File: src/rtl/bcg_pkg.sv
package bcg_pkg;

  // Width of the mode codes on the configuration inputs.
  localparam int unsigned CODE_W = 3;

  // Burst-length encodings with a defined meaning.
  localparam logic [CODE_W-1:0] BL_ONE   = 3'b000;
  localparam logic [CODE_W-1:0] BL_TWO   = 3'b001;
  localparam logic [CODE_W-1:0] BL_FOUR  = 3'b010;
  localparam logic [CODE_W-1:0] BL_EIGHT = 3'b011;
  localparam logic [CODE_W-1:0] BL_PAGE  = 3'b111;

  // The only legal latency encodings.
  localparam logic [CODE_W-1:0] LAT_TWO   = 3'b010;
  localparam logic [CODE_W-1:0] LAT_THREE = 3'b011;

  typedef enum logic [1:0] {
    LEN_FIXED = 2'd0,
    LEN_PAGE  = 2'd1,
    LEN_BAD   = 2'd2
  } len_kind_e;

endpackage

File: src/rtl/burst_mode_decode.sv
module burst_mode_decode
  import bcg_pkg::*;
#(
  parameter int unsigned COL_W = 9
) (
  input  logic [CODE_W-1:0] bl_code,
  input  logic              burst_ilv,
  input  logic              wr_single,
  input  logic              is_write,
  input  logic [CODE_W-1:0] lat_code,
  output logic [COL_W-1:0]  beat_mask,
  output logic              page_mode,
  output logic              bl_bad,
  output logic              cfg_err
);

  len_kind_e        kind;
  logic [COL_W-1:0] raw_mask;
  logic             lat_bad;
  logic             force_one;

  // Classify the burst-length code and derive the wrap mask (length - 1).
  always_comb begin
    kind     = LEN_FIXED;
    raw_mask = '0;
    unique case (bl_code)
      BL_ONE:   raw_mask = COL_W'(0);
      BL_TWO:   raw_mask = COL_W'(1);
      BL_FOUR:  raw_mask = COL_W'(3);
      BL_EIGHT: raw_mask = COL_W'(7);
      BL_PAGE: begin
        if (burst_ilv) begin
          kind = LEN_BAD;
        end else begin
          kind     = LEN_PAGE;
          raw_mask = '1;
        end
      end
      default:  kind = LEN_BAD;
    endcase
  end

  assign lat_bad   = (lat_code != LAT_TWO) && (lat_code != LAT_THREE);
  assign bl_bad    = (kind == LEN_BAD);
  assign force_one = bl_bad || (wr_single && is_write);

  assign beat_mask = force_one ? '0 : raw_mask;
  assign page_mode = (kind == LEN_PAGE) && !force_one;
  assign cfg_err   = bl_bad || lat_bad;

endmodule

File: src/rtl/burst_beat_addr.sv
module burst_beat_addr #(
  parameter int unsigned COL_W = 9
) (
  input  logic [COL_W-1:0] base_col,
  input  logic [COL_W-1:0] beat_idx,
  input  logic [COL_W-1:0] wrap_mask,
  input  logic             xor_order,
  output logic [COL_W-1:0] beat_col
);

  logic [COL_W-1:0] low_asc;
  logic [COL_W-1:0] low_xor;
  logic [COL_W-1:0] low_sel;

  // Ascending order adds within the aligned block. XOR order flips the low bits.
  assign low_asc  = (base_col + beat_idx) & wrap_mask;
  assign low_xor  = (base_col ^ beat_idx) & wrap_mask;
  assign low_sel  = xor_order ? low_xor : low_asc;
  assign beat_col = (base_col & ~wrap_mask) | low_sel;

endmodule

File: src/rtl/burst_seq_ctrl.sv
module burst_seq_ctrl #(
  parameter int unsigned COL_W = 9
) (
  input  logic             clk,
  input  logic             rst_n,
  input  logic             start,
  input  logic [COL_W-1:0] start_col,
  input  logic [COL_W-1:0] mask_in,
  input  logic             ilv_in,
  input  logic             page_in,
  input  logic             stop,
  output logic [COL_W-1:0] col_q,
  output logic             valid_q,
  output logic             last_q
);

  logic [COL_W-1:0] base_q, base_n;
  logic [COL_W-1:0] mask_q, mask_n;
  logic [COL_W-1:0] cnt_q, cnt_n;
  logic [COL_W-1:0] col_n;
  logic             ilv_q, ilv_n;
  logic             page_q, page_n;
  logic             valid_n, last_n;
  logic [COL_W-1:0] step_col;
  logic             busy, ld_en, adv_en, out_en;

  burst_beat_addr #(.COL_W(COL_W)) u_addr (
    .base_col  (base_q),
    .beat_idx  (cnt_q),
    .wrap_mask (mask_q),
    .xor_order (ilv_q),
    .beat_col  (step_col)
  );

  assign busy   = valid_q && !last_q;
  assign ld_en  = start && !busy;
  assign adv_en = busy;
  assign out_en = ld_en || adv_en || valid_q;

  // Next-state logic.
  always_comb begin
    base_n  = base_q;
    mask_n  = mask_q;
    ilv_n   = ilv_q;
    page_n  = page_q;
    cnt_n   = cnt_q;
    col_n   = col_q;
    valid_n = 1'b0;
    last_n  = 1'b0;
    if (ld_en) begin
      base_n  = start_col;
      mask_n  = mask_in;
      ilv_n   = ilv_in;
      page_n  = page_in;
      cnt_n   = COL_W'(1);
      col_n   = start_col;
      valid_n = 1'b1;
      last_n  = (mask_in == '0) && !page_in;
    end else if (adv_en) begin
      cnt_n   = cnt_q + COL_W'(1);
      col_n   = step_col;
      valid_n = 1'b1;
      last_n  = page_q ? stop : (cnt_q == mask_q);
    end
  end

  // State registers with explicit enables.
  always_ff @(posedge clk or negedge rst_n) begin
    if (!rst_n) begin
      base_q  <= '0;
      mask_q  <= '0;
      ilv_q   <= 1'b0;
      page_q  <= 1'b0;
      cnt_q   <= '0;
      col_q   <= '0;
      valid_q <= 1'b0;
      last_q  <= 1'b0;
    end else begin
      if (ld_en) begin
        base_q <= base_n;
        mask_q <= mask_n;
        ilv_q  <= ilv_n;
        page_q <= page_n;
      end
      if (ld_en || adv_en) begin
        cnt_q <= cnt_n;
        col_q <= col_n;
      end
      if (out_en) begin
        valid_q <= valid_n;
        last_q  <= last_n;
      end
    end
  end

  AST_LAST_NEEDS_VALID: assert property (@(posedge clk) disable iff (!rst_n)
    last_q |-> valid_q);
  AST_NO_GAP: assert property (@(posedge clk) disable iff (!rst_n)
    (valid_q && !last_q) |=> valid_q);
  AST_ASC_STEP: assert property (@(posedge clk) disable iff (!rst_n)
    (valid_q && !last_q && !ilv_q) |=>
      ((((col_q - $past(col_q)) & mask_q) == COL_W'(1)) &&
       ((col_q & ~mask_q) == ($past(col_q) & ~mask_q))));
  AST_XOR_UPPER: assert property (@(posedge clk) disable iff (!rst_n)
    (valid_q && !last_q && ilv_q) |=>
      (((col_q & ~mask_q) == (base_q & ~mask_q)) && (col_q != $past(col_q))));
  AST_STOP_ENDS: assert property (@(posedge clk) disable iff (!rst_n)
    (valid_q && !last_q && page_q && stop) |=> (valid_q && last_q));
  AST_BUSY_IGNORES_START: assert property (@(posedge clk) disable iff (!rst_n)
    (valid_q && !last_q && start) |=> $stable(base_q));

endmodule

File: src/rtl/burst_col_gen.sv
module burst_col_gen
  import bcg_pkg::*;
#(
  parameter int unsigned COL_W = 9
) (
  input  logic              clk,
  input  logic              rst_n,
  input  logic [CODE_W-1:0] bl_code,
  input  logic              burst_ilv,
  input  logic              wr_single,
  input  logic [CODE_W-1:0] lat_code,
  input  logic              start,
  input  logic [COL_W-1:0]  start_col,
  input  logic              is_write,
  input  logic              stop,
  output logic [COL_W-1:0]  col_addr,
  output logic              beat_valid,
  output logic              beat_last,
  output logic              cfg_err
);

  logic [COL_W-1:0] mask_w;
  logic             page_w;
  logic             bl_bad_w;

  burst_mode_decode #(.COL_W(COL_W)) u_dec (
    .bl_code   (bl_code),
    .burst_ilv (burst_ilv),
    .wr_single (wr_single),
    .is_write  (is_write),
    .lat_code  (lat_code),
    .beat_mask (mask_w),
    .page_mode (page_w),
    .bl_bad    (bl_bad_w),
    .cfg_err   (cfg_err)
  );

  burst_seq_ctrl #(.COL_W(COL_W)) u_seq (
    .clk       (clk),
    .rst_n     (rst_n),
    .start     (start),
    .start_col (start_col),
    .mask_in   (mask_w),
    .ilv_in    (burst_ilv),
    .page_in   (page_w),
    .stop      (stop),
    .col_q     (col_addr),
    .valid_q   (beat_valid),
    .last_q    (beat_last)
  );

  AST_RESERVED_SINGLE: assert property (@(posedge clk) disable iff (!rst_n)
    (start && !(beat_valid && !beat_last) && bl_bad_w) |=> (beat_valid && beat_last));
  AST_WRITE_SINGLE: assert property (@(posedge clk) disable iff (!rst_n)
    (start && !(beat_valid && !beat_last) && wr_single && is_write)
      |=> (beat_valid && beat_last && (col_addr == $past(start_col))));

endmodule

File: config.mk
export PLATFORM = sky130hd
export DESIGN_NAME = burst_col_gen
export DESIGN_NICKNAME = d
export VERILOG_FILES = /design/src/rtl/bcg_pkg.sv /design/src/rtl/burst_mode_decode.sv /design/src/rtl/burst_beat_addr.sv /design/src/rtl/burst_seq_ctrl.sv /design/src/rtl/burst_col_gen.sv
export SDC_FILE = /design/constraint.sdc
export NUM_CORES = 1
export LEC_CHECK = 0
export BUFFER_PORTS_ARGS = -buffer_cell sky130_fd_sc_hd__clkbuf_2
export CAP_MARGIN = 20
export CELL_PAD_IN_SITES_DETAIL_PLACEMENT = 1
export CELL_PAD_IN_SITES_GLOBAL_PLACEMENT = 1
export CORE_MARGIN = 3
export CORE_UTILIZATION = 45
export DETAILED_ROUTE_END_ITERATION = 10
export GPL_ROUTABILITY_DRIVEN = 0
export PLACE_DENSITY_LB_ADDON = 0.2
export SLEW_MARGIN = 20
export SYNTH_ARGS = -nofsm -noshare
export SYNTH_HDL_FRONTEND = slang
export SYNTH_HIERARCHICAL = 1
export SYNTH_SLANG_ARGS = --single-unit
File: constraint.sdc
create_clock -name clk -period 2.7 [get_ports clk]
set_input_delay 0.27 -clock clk [delete_from_list [all_inputs] [get_ports clk]]
set_output_delay 0.27 -clock clk [all_outputs]
set_load 0.02 [all_outputs]
Word-level counts from Yosys, hierarchy flattened
Cells that the tools add are included.

cells by class
  add/sub/neg operators = 2
  multipliers = 0
  div/mod/pow operators = 0
  order comparisons = 0
  equal/unequal tests = 9
  shifts and indexed selects = 0
  muxes and demuxes = 15
  bitwise gates (word level) = 6
  reductions and logical operators = 19

operators by type and width
  kind                   number
  $mux W9                7
  $pmux W9 S4            1
  $and A9 B9 Y9          3
  $add A9 B1 Y9 const B  1
  $add A9 B9 Y9          1
  $eq A9 B9 Y1           1
  $logic_not A9 Y1       1
  $not A9 Y9             1
  $or A9 B9 Y9           1
  $xor A9 B9 Y9          1
  $eq A3 B2 Y1 const B   2
  $logic_and A1 B1 Y1    6
  $ne A3 B2 Y1 const B   2
  $mux W1                5
  $logic_not A1 Y1       4
  $logic_or A1 B1 Y1     4
  $pmux W2 S2            1
  $reduce_or A4 Y1       1
  $eq A3 B1 Y1 const B   1
  $eq A3 B3 Y1 const B   1
  $logic_not A3 Y1       1
  $eq A2 B1 Y1 const B   1
  $eq A2 B2 Y1 const B   1
  $mux W2                1
  2 further kinds        2

word-level totals
  bits in registers = 40
  bits in latches = 0
  bits in writable memories = 0
  memory bits (read-only) = 0
  bits of input ports = 22
  output and inout port bits = 12
  logic and storage cells = 59
  memories = 0

Logic depth before layout (Yosys ltp)
Gate-level depths: netlist (run 1).

  depth in word-level cells = 10
  mapped depth = 10
  depth with buffers taken out = 10

Hierarchy
Netlist (run 1), hierarchy kept.

by module, submodules not included
  module             times used  cells an instance  area each (µm²)  seq. area each (µm²)
  burst_seq_ctrl     1           153                1823.0           1001.0
  burst_beat_addr    1           67                 519.2            0.0
  burst_mode_decode  1           18                 128.9            0.0

Worst setup path after synthesis (run 1)
Ideal clock, no wire load.

  kind = register to register
  start point = register u_seq.cnt_q[0]
  end point = register u_seq.col_q[6]
  setup time = 0.127 ns
  arrival time = 2.061 ns
  data required time = 2.573 ns
  slack = 0.511 ns
  cell stages (with the launch flop) = 11
  clock period less this slack = 2.189 ns
  cell sequence = dfrtp_1 > ha_1 > inv_1 > fa_1 > nand2b_1 > a211oi_2 > a31oi_1 > xnor2_1 > mux2_2 > nand2_1 > o21ai_0

on the way
  cells in the longest elaborated chain, start to end = 6

RTL lines
  item                         line                   source
  start: declaration           burst_seq_ctrl.sv:19   logic [COL_W-1:0] cnt_q, cnt_n;
  start signal: assignment     burst_seq_ctrl.sv:86   cnt_q <= cnt_n;
  $add A9 B9 Y9                burst_beat_addr.sv:16  assign low_asc = (base_col + beat_idx) & wrap_mask;
  $and A9 B9 Y9                burst_beat_addr.sv:16
  $mux W9                      burst_beat_addr.sv:18  assign low_sel = xor_order ? low_xor : low_asc;
  $or A9 B9 Y9                 burst_beat_addr.sv:19  assign beat_col = (base_col & ~wrap_mask) | low_sel;
  named net u_seq.step_col[6]  burst_seq_ctrl.sv:24   logic [COL_W-1:0] step_col;
  $mux W9                      burst_seq_ctrl.sv:59   end else if (adv_en) begin
  $mux W9                      burst_seq_ctrl.sv:50   if (ld_en) begin
  end signal: assignment       burst_seq_ctrl.sv:87   col_q <= col_n;
  end: declaration             burst_seq_ctrl.sv:12   output logic [COL_W-1:0] col_q,

The timed path passes the listed nets, and every way through them passes these cells. The select of a mux whose other input is x is not followed.
A chain may end at the register's enable or synchronous reset.

Worst setup path in the final report (run 1)
  start point = register u_seq.cnt_q[0]
  end point = register u_seq.col_q[8]

Same word-level chain as after synthesis.

==> results of run 1 <==
## critical path, stage by stage (launching register included)
cell	delay [ns]
dfrtp_1	0.48
ha_1	0.25
inv_1	0.07
fa_1	0.38
nand2b_1	0.19
a211oi_4	0.32
a21oi_1	0.11
o211ai_1	0.31
xor2_1	0.18
nand2_1	0.07
o21ai_0	0.07
## worst min path at each step
stage / startpoint / endpoint / slack (ns) / cells past startpoint
final: rst_n / u_seq/cnt_q[8] / 0.10 / 1
after global routing: rst_n / u_seq/base_q[7] / 0.19 / 1
after CTS: rst_n / u_seq/cnt_q[6] / 0.18 / 1
after detailed placement: rst_n / u_seq/cnt_q[6] / 0.50 / 1
after global placement: start_col[4] / u_seq/base_q[4] / 0.50 / 2
after floorplan: rst_n / u_seq/base_q[0] / -0.03 / 0
## power groups by stage
stage / Sequential [mW] / Clock (mW) / Combinational [mW]
after CTS: 1.08 / 0.556 / 1.34
final: 1.08 / 0.542 / 1.35
after floorplan: 1.09 / 0 / 0.954
after detailed placement: 1.08 / 0 / 1.32
after global routing: 1.12 / 0.581 / 1.51
after global placement: 1.07 / 0 / 1.27
## what timing repair did
action                                 in CTS  in global routing
endpoints found under the hold margin       0                  0
resized for setup                           0                  1
setup endpoints to repair                   0                  2
## state kept, by name (all words and copies together) (netlist names)
| register | cells |
|---|---|
| u_seq/page_q | 1 |
| u_seq/cnt_q | 9 |
| u_seq/ilv_q | 1 |
| u_seq/mask_q | 9 |
| u_seq/col_q | 9 |
| u_seq/last_q | 1 |
| u_seq/base_q | 9 |
| u_seq/valid_q | 1 |
## metal layers
metal	GRT usage, %	part of all wire [%]	vias up	wire, um
li1	-	-	888	-
met1	25.4	44	949	2610
met2	36.4	52	24	3090
met3	3.50	2.5	8	146
met4	5.74	1.1	0	67
met5	0	0	-	0
## through the flow
step,instances,cell area [um2]
after floorplan,237,2460
after global placement,326,2620
after global routing,334,2750
after CTS,334,2750
final,334,2750
after detailed placement,326,2620
## cell type report
cell class | count | area (um2)
well taps | 70 | 87.6
inverters | 8 | 30.0
flip-flops and latches | 40 | 1000
repair buffers | 33 | 168
clock inverters | 1 | 30.0
multi-input cells | 175 | 1340
clock buffers | 7 | 96.3
fillers | 615 | 2450
==> key figures, run 1 <==
Run status
  • Outcome: completed

Finish
  • Commonest non-fill, non-tap cells in the layout: dfrtp_1, clkbuf_2, nand2_1
  • Antenna diodes: 0
  • Area grow syn2layout: 11.7%
  • Most common cell after layout, fill and taps aside: dfrtp_1
  • Layout cells sized above 1: 22.0%
  • Fin util: 52.9%
  • Fin nets: 295

Die
  • Core Box Area: 0.00520 mm2
  • Initial core utilization: a little under half
  • I/O pin total: 34
  • Chip Width: 80.0 um
  • Full die area: 0.00640 mm2
  • Die height: ~80 um
  • Row count: 26

Pwr
  • Clk pwr share: 18.2%
  • Power Density: between 1000 and 1500 mW/mm2
  • Internal power: 1.75 mW
  • Power consumption: 2.97 mW
  • Net Sw Power: 1.22 mW
  • Share of power burned in registers: 36.3%
  • Leakage: 1.35 nW
  • VDD IR max: 0.562 mV
  • Comb pwr share: roughly 45%
  • Switching part of the total: 41.1%

STA
  • RSZ-0062 raised after global routing: false
  • Hold slack: roughly 0.10 ns
  • Final count of hold timing violations: 0
  • Final setup violation count: 0
  • Fin crit period: 2.52 ns
  • Slew HR: 38.8%
  • Clock skew: a little under 0.002 ns
  • Fmax: just under 400 MHz
  • Worst-margin pin slew: 0.918 ns
  • Final Cycle Share: 93.4%
  • Final WS setup: around 0.18 ns
  • Sum Neg Setup Slack: 0 ns
  • Max-slew violation count: 0

Job
  • Total of max-cap violations: 0

Route
  • Post-route ant nets: 0
  • DRC: 0
  • Drt initial violations: 37
  • Drt pass-1 iters: 2
  • DR vias/cell: between 5 and 6
  • Final WL: 5910 um
  • DR vias: 1869
  • Post-DR wirelength/cell: about 18 um

Synthesis
  • Syn avg cell area: 10.4 um2
  • Mapped Area: 0.00246 mm2
  • Synth warnings: 6
  • Syn_nets: 269
  • Mapped Cells: 237

Critical path
  • CP Max Fanout: 6
  • Reg2Reg Setup Slack: 0.18 ns
  • FF-to-FF Start: u_seq/cnt_q[0]
  • CP endpoint: u_seq/col_q[8]
  • Reg2reg path depth: 10
  • Critical R2R Capture: u_seq/col_q[8]
  • Setup crit start kind: flip-flop
  • CP arrival: ~2.7 ns
  • WP data required: between 2 and 3 ns
  • Crit. End Element: flip-flop
  • Origin of the worst setup path: u_seq/cnt_q[0]
  • CP Class: flip-flop to flip-flop

Clock network
  • Longest Clk Path Bufs: 2
  • Post-CTS Hold Buffers: 0
  • CTS Sinks: 40
  • Number of H-tree levels: 2
  • Clock Latency Late Sink: just under 0.3 ns
  • CTS tree: built
  • CTS clock-pin slew for the worst setup and hold paths: around 0.080 ns
  • Post-CTS Setup Bufs: 0
  • CTS root buf: clkbuf_8
  • Num CTS Buffers: 5

Global routing
  • GRT Overall Usage: approximately a fifth
  • Remaining global-route overflow: 0
  • First-pass GRT wire length: 10100 um
  • Number of global-route vias before repair: ~2000
  • Pin count of the biggest net entering global routing: just over 40
  • Initial antenna violation count: 0

Hold path
  • Hold WC Path Type: primary input to async pin

Placement
  • Setup slack at placement: between 0.15 and 0.2 ns
  • Port bufs: 32
  • Post-DP HPWL: 4080 um
(Power assumes the default switching activity.)
==> inputs of run 2 (changes only) <==
ABC_AREA = 1   (was unset)
CORE_UTILIZATION = 42   (was 45)
==> key figures, run 2 <==
Run status
  • Outcome: completed

Clock network
  • CTS Sinks: 40
  • Clock Latency Late Sink: about 0.30 ns
  • Number of H-tree levels: 2
  • CTS tree: built
  • CTS resizes: 0
  • Longest Clk Path Bufs: 2
  • Post-CTS Setup Bufs: 0
  • Post-CTS Hold Buffers: 1
  • CTS clock-pin slew for the worst setup and hold paths: ~0.09 ns
  • Num CTS Buffers: 5
  • CTS root buf: clkbuf_8

Die
  • Row count: 27
  • Initial core utilization: 44.0%
  • Die height: a little over 80 um
  • Full die area: 0.00683 mm2
  • Chip Width: around 83 um
  • I/O pin total: 34
  • Core Box Area: 0.00561 mm2

Finish
  • Register area: 0.00100 mm2
  • Multi-input gate area: 0.00120 mm2
  • Fin util: 49.4%
  • Fin cells: 444
  • Layout cells sized above 1: 15.3%
  • Commonest non-fill, non-tap cells in the layout: nand2_1, nor2_1, inv_1
  • Antenna diodes: 0
  • Design area: 0.00277 mm2
  • Area grow syn2layout: 12.3%
  • Most common cell after layout, fill and taps aside: nand2_1
  • Filler Cell Count: 763
  • Fin nets: 403

Route
  • Final WL: ~6300 um
  • Post-route ant nets: 0
  • DR vias: 2248
  • Drt pass-1 iters: 4
  • DR vias/cell: 5.06
  • Drt initial violations: between 70 and 80
  • Post-DR wirelength/cell: about 14 um
  • DRC: 0

Global routing
  • Met3 Usage GRT: 4.01%
  • GR Layer Usage met2: 38.7%
  • Number of global-route vias before repair: 2326
  • Routing usage on met1: 26.0%
  • First-pass GRT wire length: 11000 um
  • Gr busiest metal: met2
  • Pin count of the biggest net entering global routing: 26
  • Remaining global-route overflow: 0
  • GRT Overall Usage: a little over a fifth
  • Initial antenna violation count: 0

Critical path
  • Setup crit start kind: flip-flop
  • CP Max Fanout: 6
  • Reg2reg path depth: 13
  • Critical R2R Capture: u_seq/col_q[8]
  • WP data required: 2.89 ns
  • Reg2Reg Setup Slack: 0.54 ns
  • CP arrival: 2.35 ns
  • FF-to-FF Start: u_seq/cnt_q[0]
  • CP Class: flip-flop to flip-flop
  • Crit. End Element: flip-flop

Job
  • Total of max-cap violations: 0

Synthesis
  • Syn avg cell area: 7.23 um2
  • Mapped Cells: 341
  • Syn_nets: 373
  • Mapped Area: 0.00247 mm2
  • Synth warnings: 6

Pwr
  • VDD IR max: 0.434 mV
  • Power Density: 1310 mW/mm2
  • Leakage: ~1.5 nW

STA
  • Fmax: 464 MHz
  • Fin crit period: between 2 and 2.5 ns
  • Worst-margin pin slew: 0.643 ns
  • Sum Neg Setup Slack: 0 ns
  • Max-slew violation count: 0
  • Final Cycle Share: 79.9%
  • Slew HR: about 57%
  • Final count of hold timing violations: 0
  • Final setup violation count: 0
  • Clock skew: 0.0108 ns
  • RSZ-0062 raised after global routing: false

Placement
  • Cell count after placement: 435
  • Area after DPL: approximately 0.0027 mm2
  • Port bufs: 32
  • Post-DP HPWL: 4770 um

Hold path
  • WHS Endpoint: u_seq/base_q[2]
  • Hold Crit Depth: 3
  • Hold WC Path Type: primary input to flip-flop
  • Worst min-delay path startpoint: start_col[2]
-- run 2: metrics by stage --
step	setup WS (ns)	power (mW)	hold slack, ns
floorplan	0.865	2.63	-0.0256
global placement	0.678	3.05	0.321
detailed placement	0.600	3.15	0.332
CTS	0.559	3.67	0.162
global route	0.345	4.06	0.185
finish	0.544	3.63	0.171
-- run 2: layout make-up --
| type | count | share of cell area, % |
|---|---|---|
| timing repair buffer | 35 | 6.69 |
| multi-input combinational | 241 | 43.5 |
| clock buffer | 6 | 2.62 |
| sequential | 40 | 36.1 |
| inverter | 48 | 6.51 |
| clock inverter | 2 | 1.27 |
| tap | 72 | 3.25 |
-- run 2: worst max-delay path by stage --
| stage | startpoint | endpoint |
|---|---|---|
| 2_1_floorplan | u_seq/cnt_q[0] | u_seq/col_q[8] |
| 3_3_place_gp | u_seq/cnt_q[0] | u_seq/col_q[8] |
| 3_5_place_dp | u_seq/cnt_q[0] | u_seq/col_q[8] |
| 4_1_cts | u_seq/cnt_q[0] | u_seq/col_q[8] |
| 5_1_grt | u_seq/cnt_q[0] | u_seq/col_q[8] |
| 6_report | u_seq/cnt_q[0] | u_seq/col_q[8] |
-- run 2: routing by layer --
layer / share of wire [%] / up-vias / wire (um)
met5: 0 / - / 0
met4: 1.6 / 0 / 103
met3: 2.8 / 5 / 180
met2: 51 / 31 / 3200
met1: 45 / 1085 / 2850
li1: - / 1127 / -
-- run 2: where the power goes --
part	internal [mW]	switching, mW	total (mW)
sequential	0.881	0.304	1.18
clock	0.275	0.224	0.499
combinational	0.741	1.21	1.95
-- run 2: critical path: stages (launching register included) --
cell	delay, ns
dfrtp_1	0.48
ha_1	0.22
inv_1	0.07
fa_1	0.39
inv_1	0.07
nand2_1	0.04
nand2_1	0.10
nand3_1	0.11
nand3_1	0.13
nand3_1	0.09
nand2_1	0.07
nand2_1	0.05
o22ai_1	0.16
nor2_1	0.06
